## src/rtl/npi_pkg.sv

```systemverilog
package npi_pkg;

  // Register addresses; priorities occupy a contiguous run after the base.
  localparam int REG_ENABLE    = 0;
  localparam int REG_PENDING   = 1;
  localparam int REG_PRIO_BASE = 2;

  // Address of the priority register of a given source.
  function automatic int prio_addr(input int src_idx);
    return REG_PRIO_BASE + src_idx;
  endfunction

endpackage

```

## src/rtl/npi_pend.sv

```systemverilog
module npi_pend #(
  parameter int NSRC = 8
) (
  input  logic            clk,
  input  logic            rst_n,
  input  logic [NSRC-1:0] src_i,
  input  logic [NSRC-1:0] clr_i,
  output logic [NSRC-1:0] rise_o,
  output logic [NSRC-1:0] pend_o
);

  logic [NSRC-1:0] src_q;
  logic [NSRC-1:0] pend_q;

  // A source counts as new when it is high now and was low last cycle.
  assign rise_o = src_i & ~src_q;
  assign pend_o = pend_q;

  // A fresh edge wins over a clear in the same cycle.
  always_ff @(posedge clk or negedge rst_n) begin
    if (!rst_n) begin
      src_q  <= '0;
      pend_q <= '0;
    end else begin
      src_q  <= src_i;
      pend_q <= (pend_q & ~clr_i) | rise_o;
    end
  end

  for (genvar g = 0; g < NSRC; g++) begin : g_chk

    edge_latch_chk: assert property (@(posedge clk) disable iff (!rst_n)
      rise_o[g] |=> pend_q[g]);

    ack_clear_chk: assert property (@(posedge clk) disable iff (!rst_n)
      (clr_i[g] && !rise_o[g]) |=> !pend_q[g]);
  end


  single_clear_chk: assert property (@(posedge clk) disable iff (!rst_n)
    $onehot0(clr_i));

endmodule

```

## src/rtl/npi_regs.sv

```systemverilog
module npi_regs #(
  parameter int NSRC   = 8,
  parameter int PRIO_W = 3,
  parameter int AW     = 4
) (
  input  logic                         clk,
  input  logic                         rst_n,
  input  logic                         wr_en_i,
  input  logic [AW-1:0]                wr_addr_i,
  input  logic [NSRC-1:0]              wr_data_i,
  input  logic [AW-1:0]                rd_addr_i,
  input  logic [NSRC-1:0]              pend_i,
  output logic [NSRC-1:0]              rd_data_o,
  output logic [NSRC-1:0]              en_o,
  output logic [NSRC-1:0][PRIO_W-1:0]  prio_o
);

  logic [NSRC-1:0]             en_q;
  logic [NSRC-1:0][PRIO_W-1:0] prio_q;
  logic                        en_hit;
  logic [NSRC-1:0]             prio_hit;

  assign en_hit = wr_en_i && (wr_addr_i == AW'(npi_pkg::REG_ENABLE));

  // One write decode per priority register.
  for (genvar g = 0; g < NSRC; g++) begin : g_dec
    assign prio_hit[g] = wr_en_i && (wr_addr_i == AW'(npi_pkg::prio_addr(g)));
  end

  always_ff @(posedge clk or negedge rst_n) begin
    if (!rst_n) begin
      en_q   <= '0;
      prio_q <= '0;
    end else begin
      if (en_hit) en_q <= wr_data_i;
      for (int i = 0; i < NSRC; i++) begin
        if (prio_hit[i]) prio_q[i] <= wr_data_i[PRIO_W-1:0];
      end
    end
  end

  // Pending is read only; its address decodes for reads alone.
  always_comb begin
    rd_data_o = '0;
    if (rd_addr_i == AW'(npi_pkg::REG_ENABLE)) rd_data_o = en_q;
    if (rd_addr_i == AW'(npi_pkg::REG_PENDING)) rd_data_o = pend_i;
    for (int i = 0; i < NSRC; i++) begin
      if (rd_addr_i == AW'(npi_pkg::prio_addr(i))) rd_data_o = NSRC'(prio_q[i]);
    end
  end

  assign en_o   = en_q;
  assign prio_o = prio_q;


  en_hold_chk: assert property (@(posedge clk) disable iff (!rst_n)
    !en_hit |=> $stable(en_q));

  prio_hold_chk: assert property (@(posedge clk) disable iff (!rst_n)
    !(|prio_hit) |=> $stable(prio_q));

endmodule

```

## src/rtl/npi_arb.sv

```systemverilog
module npi_arb #(
  parameter int NSRC   = 8,
  parameter int PRIO_W = 3,
  parameter int LVL_W  = PRIO_W + 1,
  parameter int IDW    = 4
) (
  input  logic [NSRC-1:0]              pend_i,
  input  logic [NSRC-1:0]              en_i,
  input  logic [NSRC-1:0][PRIO_W-1:0]  prio_i,
  input  logic [LVL_W-1:0]             cur_i,
  output logic                         win_valid_o,
  output logic [IDW-1:0]               win_id_o,
  output logic [LVL_W-1:0]             win_lvl_o
);

  // Programmed priority p maps to service level p+1; level 0 means idle.
  function automatic logic [LVL_W-1:0] lvl_of(input logic [PRIO_W-1:0] p);
    return LVL_W'(p) + LVL_W'(1);
  endfunction

  // Scanning upward with a strict compare keeps the lowest index on ties.
  always_comb begin
    win_valid_o = 1'b0;
    win_id_o    = '0;
    win_lvl_o   = '0;
    for (int i = 0; i < NSRC; i++) begin
      if (pend_i[i] && en_i[i] && (lvl_of(prio_i[i]) > cur_i) &&
          (!win_valid_o || (lvl_of(prio_i[i]) > win_lvl_o))) begin
        win_valid_o = 1'b1;
        win_id_o    = IDW'(i);
        win_lvl_o   = lvl_of(prio_i[i]);
      end
    end
  end

endmodule

```

## src/rtl/npi_lvl_stack.sv

```systemverilog
module npi_lvl_stack #(
  parameter int NLVL  = 8,
  parameter int LVL_W = 4
) (
  input  logic             clk,
  input  logic             rst_n,
  input  logic             push_i,
  input  logic [LVL_W-1:0] push_lvl_i,
  input  logic             pop_i,
  output logic [LVL_W-1:0] cur_o,
  output logic             err_o
);

  localparam int SP_W  = $clog2(NLVL + 1);
  localparam int STK_N = 1 << SP_W;

  logic [LVL_W-1:0] stk [STK_N];
  logic [SP_W-1:0]  sp;
  logic [LVL_W-1:0] cur;
  logic             err;
  logic             push_ev;
  logic             pop_ev;
  logic             bad_ev;

  assign push_ev = push_i;
  assign pop_ev  = pop_i && (sp != '0);
  assign bad_ev  = pop_i && (sp == '0);

  // Entries are only read after being written, so they need no reset.
  always_ff @(posedge clk) begin
    if (push_ev) stk[sp] <= cur;
  end

  always_ff @(posedge clk or negedge rst_n) begin
    if (!rst_n) begin
      sp  <= '0;
      cur <= '0;
      err <= 1'b0;
    end else begin
      if (push_ev) begin
        sp  <= sp + SP_W'(1);
        cur <= push_lvl_i;
      end else if (pop_ev) begin
        sp  <= sp - SP_W'(1);
        cur <= stk[sp - SP_W'(1)];
      end
      if (bad_ev) err <= 1'b1;
    end
  end

  assign cur_o = cur;
  assign err_o = err;


  stack_bound_chk: assert property (@(posedge clk) disable iff (!rst_n)
    sp <= SP_W'(NLVL));

  push_above_chk: assert property (@(posedge clk) disable iff (!rst_n)
    push_ev |-> (push_lvl_i > cur));

  push_take_chk: assert property (@(posedge clk) disable iff (!rst_n)
    push_ev |=> (cur == $past(push_lvl_i)) && (sp == $past(sp) + SP_W'(1)));

  pop_lower_chk: assert property (@(posedge clk) disable iff (!rst_n)
    pop_ev |=> (cur < $past(cur)) && (sp == $past(sp) - SP_W'(1)));

  bad_eoi_chk: assert property (@(posedge clk) disable iff (!rst_n)
    bad_ev |=> err && (cur == $past(cur)));

  err_sticky_chk: assert property (@(posedge clk) disable iff (!rst_n)
    err |=> err);

endmodule

```

## src/rtl/nest_prio_irq.sv

```systemverilog
module nest_prio_irq #(
  parameter  int NSRC   = 8,
  parameter  int PRIO_W = 3,
  parameter  int AW     = $clog2(NSRC + 2),
  localparam int LVL_W  = PRIO_W + 1,
  localparam int IDW    = $clog2(NSRC + 1)
) (
  input  logic             clk,
  input  logic             rst_n,
  input  logic [NSRC-1:0]  src_i,
  input  logic             wr_en_i,
  input  logic [AW-1:0]    wr_addr_i,
  input  logic [NSRC-1:0]  wr_data_i,
  input  logic [AW-1:0]    rd_addr_i,
  output logic [NSRC-1:0]  rd_data_o,
  input  logic             ack_i,
  output logic [IDW-1:0]   ack_id_o,
  input  logic             eoi_i,
  output logic             irq_o,
  output logic [LVL_W-1:0] cur_lvl_o,
  output logic             eoi_err_o
);

  localparam int NLVL  = 1 << PRIO_W;
  localparam int IDX_W = (NSRC > 1) ? $clog2(NSRC) : 1;

  logic [NSRC-1:0]             pend;
  logic [NSRC-1:0]             rise;
  logic [NSRC-1:0]             en;
  logic [NSRC-1:0][PRIO_W-1:0] prio;
  logic [NSRC-1:0]             clr;
  logic                        win_valid;
  logic [IDW-1:0]              win_id;
  logic [LVL_W-1:0]            win_lvl;
  logic [LVL_W-1:0]            cur_lvl;
  logic                        take_ev;
  logic                        eoi_ev;

  // Named events: an acknowledge that finds a winner, and an accepted EOI.
  assign take_ev = ack_i && win_valid;
  assign eoi_ev  = eoi_i && !ack_i;
  assign clr     = take_ev ? (NSRC'(1) << win_id) : '0;

  npi_pend #(.NSRC(NSRC)) u_pend (
    .clk    (clk),
    .rst_n  (rst_n),
    .src_i  (src_i),
    .clr_i  (clr),
    .rise_o (rise),
    .pend_o (pend)
  );

  npi_regs #(.NSRC(NSRC), .PRIO_W(PRIO_W), .AW(AW)) u_regs (
    .clk       (clk),
    .rst_n     (rst_n),
    .wr_en_i   (wr_en_i),
    .wr_addr_i (wr_addr_i),
    .wr_data_i (wr_data_i),
    .rd_addr_i (rd_addr_i),
    .pend_i    (pend),
    .rd_data_o (rd_data_o),
    .en_o      (en),
    .prio_o    (prio)
  );

  npi_arb #(.NSRC(NSRC), .PRIO_W(PRIO_W), .LVL_W(LVL_W), .IDW(IDW)) u_arb (
    .pend_i      (pend),
    .en_i        (en),
    .prio_i      (prio),
    .cur_i       (cur_lvl),
    .win_valid_o (win_valid),
    .win_id_o    (win_id),
    .win_lvl_o   (win_lvl)
  );

  npi_lvl_stack #(.NLVL(NLVL), .LVL_W(LVL_W)) u_stack (
    .clk        (clk),
    .rst_n      (rst_n),
    .push_i     (take_ev),
    .push_lvl_i (win_lvl),
    .pop_i      (eoi_ev),
    .cur_o      (cur_lvl),
    .err_o      (eoi_err_o)
  );

  assign irq_o     = win_valid;
  assign ack_id_o  = win_valid ? win_id : {IDW{1'b1}};
  assign cur_lvl_o = cur_lvl;


  irq_source_chk: assert property (@(posedge clk) disable iff (!rst_n)
    irq_o |-> en[win_id[IDX_W-1:0]] && pend[win_id[IDX_W-1:0]]);

  irq_above_chk: assert property (@(posedge clk) disable iff (!rst_n)
    irq_o |-> (win_lvl > cur_lvl));

  idle_ack_chk: assert property (@(posedge clk) disable iff (!rst_n)
    (ack_i && !irq_o && !eoi_i) |=> $stable(cur_lvl));

  ack_eoi_chk: assert property (@(posedge clk) disable iff (!rst_n)
    (ack_i && eoi_i && !irq_o) |=> $stable(cur_lvl) && $stable(eoi_err_o));

endmodule

```

## config.mk

```make
export PLATFORM = sky130hd
export DESIGN_NAME = nest_prio_irq
export DESIGN_NICKNAME = d
export VERILOG_FILES = /design/src/rtl/npi_pkg.sv /design/src/rtl/npi_pend.sv /design/src/rtl/npi_regs.sv /design/src/rtl/npi_arb.sv /design/src/rtl/npi_lvl_stack.sv /design/src/rtl/nest_prio_irq.sv
export SDC_FILE = /design/constraint.sdc
export NUM_CORES = 1
export LEC_CHECK = 0
export BUFFER_PORTS_ARGS = -buffer_cell sky130_fd_sc_hd__buf_2
export CAP_MARGIN = 40
export CORE_MARGIN = 2
export CORE_UTILIZATION = 25
export CTS_CLUSTER_DIAMETER = 80
export CTS_CLUSTER_SIZE = 20
export DETAILED_ROUTE_END_ITERATION = 10
export HOLD_SLACK_MARGIN = 0.12
export PLACE_DENSITY = 0.41
export SYNTH_ARGS = -nofsm -noshare
export SYNTH_HDL_FRONTEND = slang
export SYNTH_SLANG_ARGS = --single-unit
```

## constraint.sdc

```tcl
create_clock -name clk -period 44.5 [get_ports clk]
set_clock_uncertainty 0.1 [all_clocks]
set_input_delay 13.35 -clock clk [delete_from_list [all_inputs] [get_ports clk]]
set_output_delay 13.35 -clock clk [all_outputs]
set_load 0.02 [all_outputs]
```

==> results.yml <==
run_status:
  status: "complete, no violations"
sta:
  tns_ns: 0
  fin_crit_ns: 28.56
  fmax_mhz: 35.0
  tightest_slew_ns: 0.844
  rsz0062_at_grt: "false"
  timing.final.crit_share_pct: 64.2
  final-max-slew-violation-count: 0
  setup_viol: 0
  relSlewSlack_pct: 43.7
  hold_viol_final: 0
global_routing:
  grt_pass1_vias: 5690
  grt-ovfl-total: 0
  grt_usage_pct: 14.5
  grt_pass1_wl_um: 33700
  grt_max_degree: 58
  antenna_found_initial: 0
yosys:
  synth.distinct_cells: 66
  syn_nets: 729
  yosys_warnings: 0
  synth.cell_area_um2: 7450
  syn_avg_cell_area_um2: 11.9
  postSynth.asyncResetShare_pct: 47.1
  yosys_most_used_dff: "edfxtp_1"
  synth_edf_count: 64
  ys_seq_area_share_pct: 45.0
  ys_ff_latch: 121
  synth_cells: 627
cts:
  postCtsSetupRepairBufs: 0
  cts_buffer_depth: 2
  ctsResizeCount: 0
  numCtsBuffers: 17
  insertion_delay_ns: 0.44
  holdBufCountCts: 0
  htreeDepth: 4
  cts_sinks: 121
  clk_pin_slew_ns: 0.07
  cts-root-buf: "clkbuf_16"
  cts_tree: "built"
critical_path:
  worstPathMaxFanout: 21
  cp_top_family: "buffers and inverters"
  path_buf_inv: 2
  worstPathArrival_ns: 15.11
  cp_slowest_cell: "mux4_2"
  critical_path_class: "primary input to output port"
  cpMostUsedCell: "buf_2"
  start_kind: "primary input"
  crit_path_end_kind: "output port"
  worstPathRequired_ns: 31.05
  crit_chain: "buf_2 > mux4_2 > o21ai_0 > nor3_1 > a31oi_1 > o221ai_1 > buf_2"
  slowest_delay_ns: 0.57
route:
  drt_wl_total_um: 21800
  drc: 0
  viasPerCell: 5.09
  antenna_left: 0
  initialDrtViolationCount: 254
  first_pass_iters: 5
  post_drt_wl_per_cell_um: 20.1
  num_vias: 5521
floorplanning:
  ioPinCount: 47
  coreArea_um2: 29500
  start_util_pct: 25.3
  fp.dieW_um: 177
  rows: 63
  die_area_um2: 31200
  die_h_um: 177
placed_design:
  place_congestion: 0.836
  dp_cells: 1052
  dp_hpwl_um: 16000
  portBuffers: 46
cells_and_area:
  drive_above_1_share_pct: 23.5
  antenna_cells: 0
  fin_nets: 783
  syn2layout_area_growth_pct: 17.2
  instances_no_fill: 1084
run:
  cap_violations: 0
pwr:
  finalPower_mw: 0.750
  leakagePower_nw: 3.52
  internal_power_mw: 0.402
  switchingPower_mw: 0.348
  clkPwrFrac_pct: 18.8
  ir_drop_v: 0.0000338
  comb_power_share_pct: 57.5
  switching_share_pct: 46.4
  powerDensity_nw_per_um2: 85.9
  pwr-share-seq_pct: 23.7
min_path:
  hold_class: "flop to flop"
[flip-flops by register name, summed over array words and instances (netlist names)]
signal         flops
u_stack.cur_o      4
u_stack.sp         4
u_stack.stk       64
u_stack.err_o      1
u_pend.src_q       8
u_pend.pend_o      8
u_regs.prio_o     24
u_regs.en_o        8
[worst paths after layout]
path	start	end	slack [ns]	depth (start not counted)
worst min register to register	u_pend.src_q[5]$_DFF_PN0_	u_pend.pend_o[5]$_DFF_PN0_	0.31	1
worst min-delay path	u_pend.src_q[5]$_DFF_PN0_	u_pend.pend_o[5]$_DFF_PN0_	0.31	1
min in group asynchronous	rst_n	u_regs.prio_o[5]$_DFFE_PN0P_	12.95	2
worst max-delay path	rd_addr_i[0]	rd_data_o[1]	15.94	7
worst max register to register	u_stack.cur_o[1]$_DFFE_PN0P_	u_pend.pend_o[0]$_DFF_PN0_	30.51	58
max in group asynchronous	rst_n	u_stack.cur_o[3]$_DFFE_PN0P_	30.76	2
[power by group through the flow]
stage	logic, mW	clock network [mW]	registers, mW
3_3_place_gp	0.417	0	0.180
2_1_floorplan	0.311	0	0.168
6_report	0.431	0.141	0.178
4_1_cts	0.433	0.145	0.178
3_5_place_dp	0.430	0	0.180
5_1_grt	0.478	0.150	0.181
[layout by cell type (no fill, tap or decap), types with 6 or more instances in the layout]
| master | netlist | layout |
|---|---|---|
| a21o_1 | 9 | 9 |
| o21ai_0 | 29 | 29 |
| nor3b_1 | 6 | 6 |
| xor2_1 | 9 | 9 |
| nand2_1 | 31 | 31 |
| buf_2 | 3 | 46 |
| o211ai_1 | 12 | 12 |
| inv_8 | 0 | 6 |
| mux4_2 | 22 | 22 |
| nor2_1 | 29 | 29 |
| dfrtp_1 | 57 | 57 |
| mux2i_1 | 9 | 9 |
| inv_1 | 24 | 24 |
| and3_1 | 18 | 18 |
| a21oi_1 | 29 | 29 |
| o21a_1 | 11 | 11 |
| nand3_1 | 15 | 15 |
| nor2b_1 | 16 | 16 |
| ha_1 | 73 | 73 |
| a31oi_1 | 8 | 8 |
| mux2_2 | 35 | 35 |
| edfxtp_1 | 64 | 64 |
| nand4_1 | 14 | 14 |
| clkbuf_16 | 0 | 17 |
[through the flow]
stage,hold slack (ns),setup WS (ns),utilization (%),cell area (um2)
floorplan,0.292,16.35,-,7450
global placement,0.306,15.96,27.6,8120
detailed placement,0.306,15.91,27.6,8130
CTS,0.315,15.91,29.6,8730
global route,0.333,15.80,29.6,8730
finish,0.312,15.94,29.6,8730
[cells by family after synthesis]
group	count (synthesis)	share of synthesized area, %
flip-flops	121	45.0
XOR/XNOR	13	1.53
adder cells (fa/ha/maj)	73	12.3
buffers and inverters	40	2.17
AND/OR/NAND/NOR	161	11.9
multiplexers	66	13.2
AO/OA/AOI/OAI	153	14.0
[layer usage]
| metal | track usage, % | part of all wire, % | up-vias |
|---|---|---|---|
| met1 | 18.4 | 45 | 2760 |
| met2 | 23.5 | 47 | 161 |
| met4 | 5.92 | 2.7 | 0 |
| met3 | 3.90 | 5.3 | 37 |
| li1 | - | - | 2563 |
| met5 | 0 | 0 | - |
[Yosys cell counts (all sizes together), types with 9 or more instances]
| cell | number | share of area, % |
|---|---|---|
| xor2 | 9 | 1.1 |
| o211ai | 13 | 1.4 |
| a21oi | 32 | 2.3 |
| nand3 | 15 | 1.0 |
| inv | 24 | 1.2 |
| ha | 73 | 12 |
| mux2i | 9 | 1.2 |
| o21a | 12 | 1.2 |
| nor2b | 16 | 1.3 |
| mux4 | 22 | 6.7 |
| mux2 | 35 | 5.3 |
| dfrtp | 57 | 19 |
| o21ai | 33 | 2.3 |
| a21o | 11 | 1.1 |
| nor2 | 29 | 1.5 |
| clkbuf | 10 | 0.50 |
| edfxtp | 64 | 26 |
| nand4 | 15 | 1.3 |
| nand2 | 33 | 1.7 |
| and3 | 18 | 1.5 |
[layout make-up]
class                   instances  area (um2)
inverters                      24        90.1
repair buffers                 51         268
multi-input cells             466        3940
clock buffers                  17         425
flip-flops and latches        121        3350
clock inverters                15         169
fillers                      3038       20800
well taps                     390         488
Note: power is estimated with default switching activity, not from simulation.
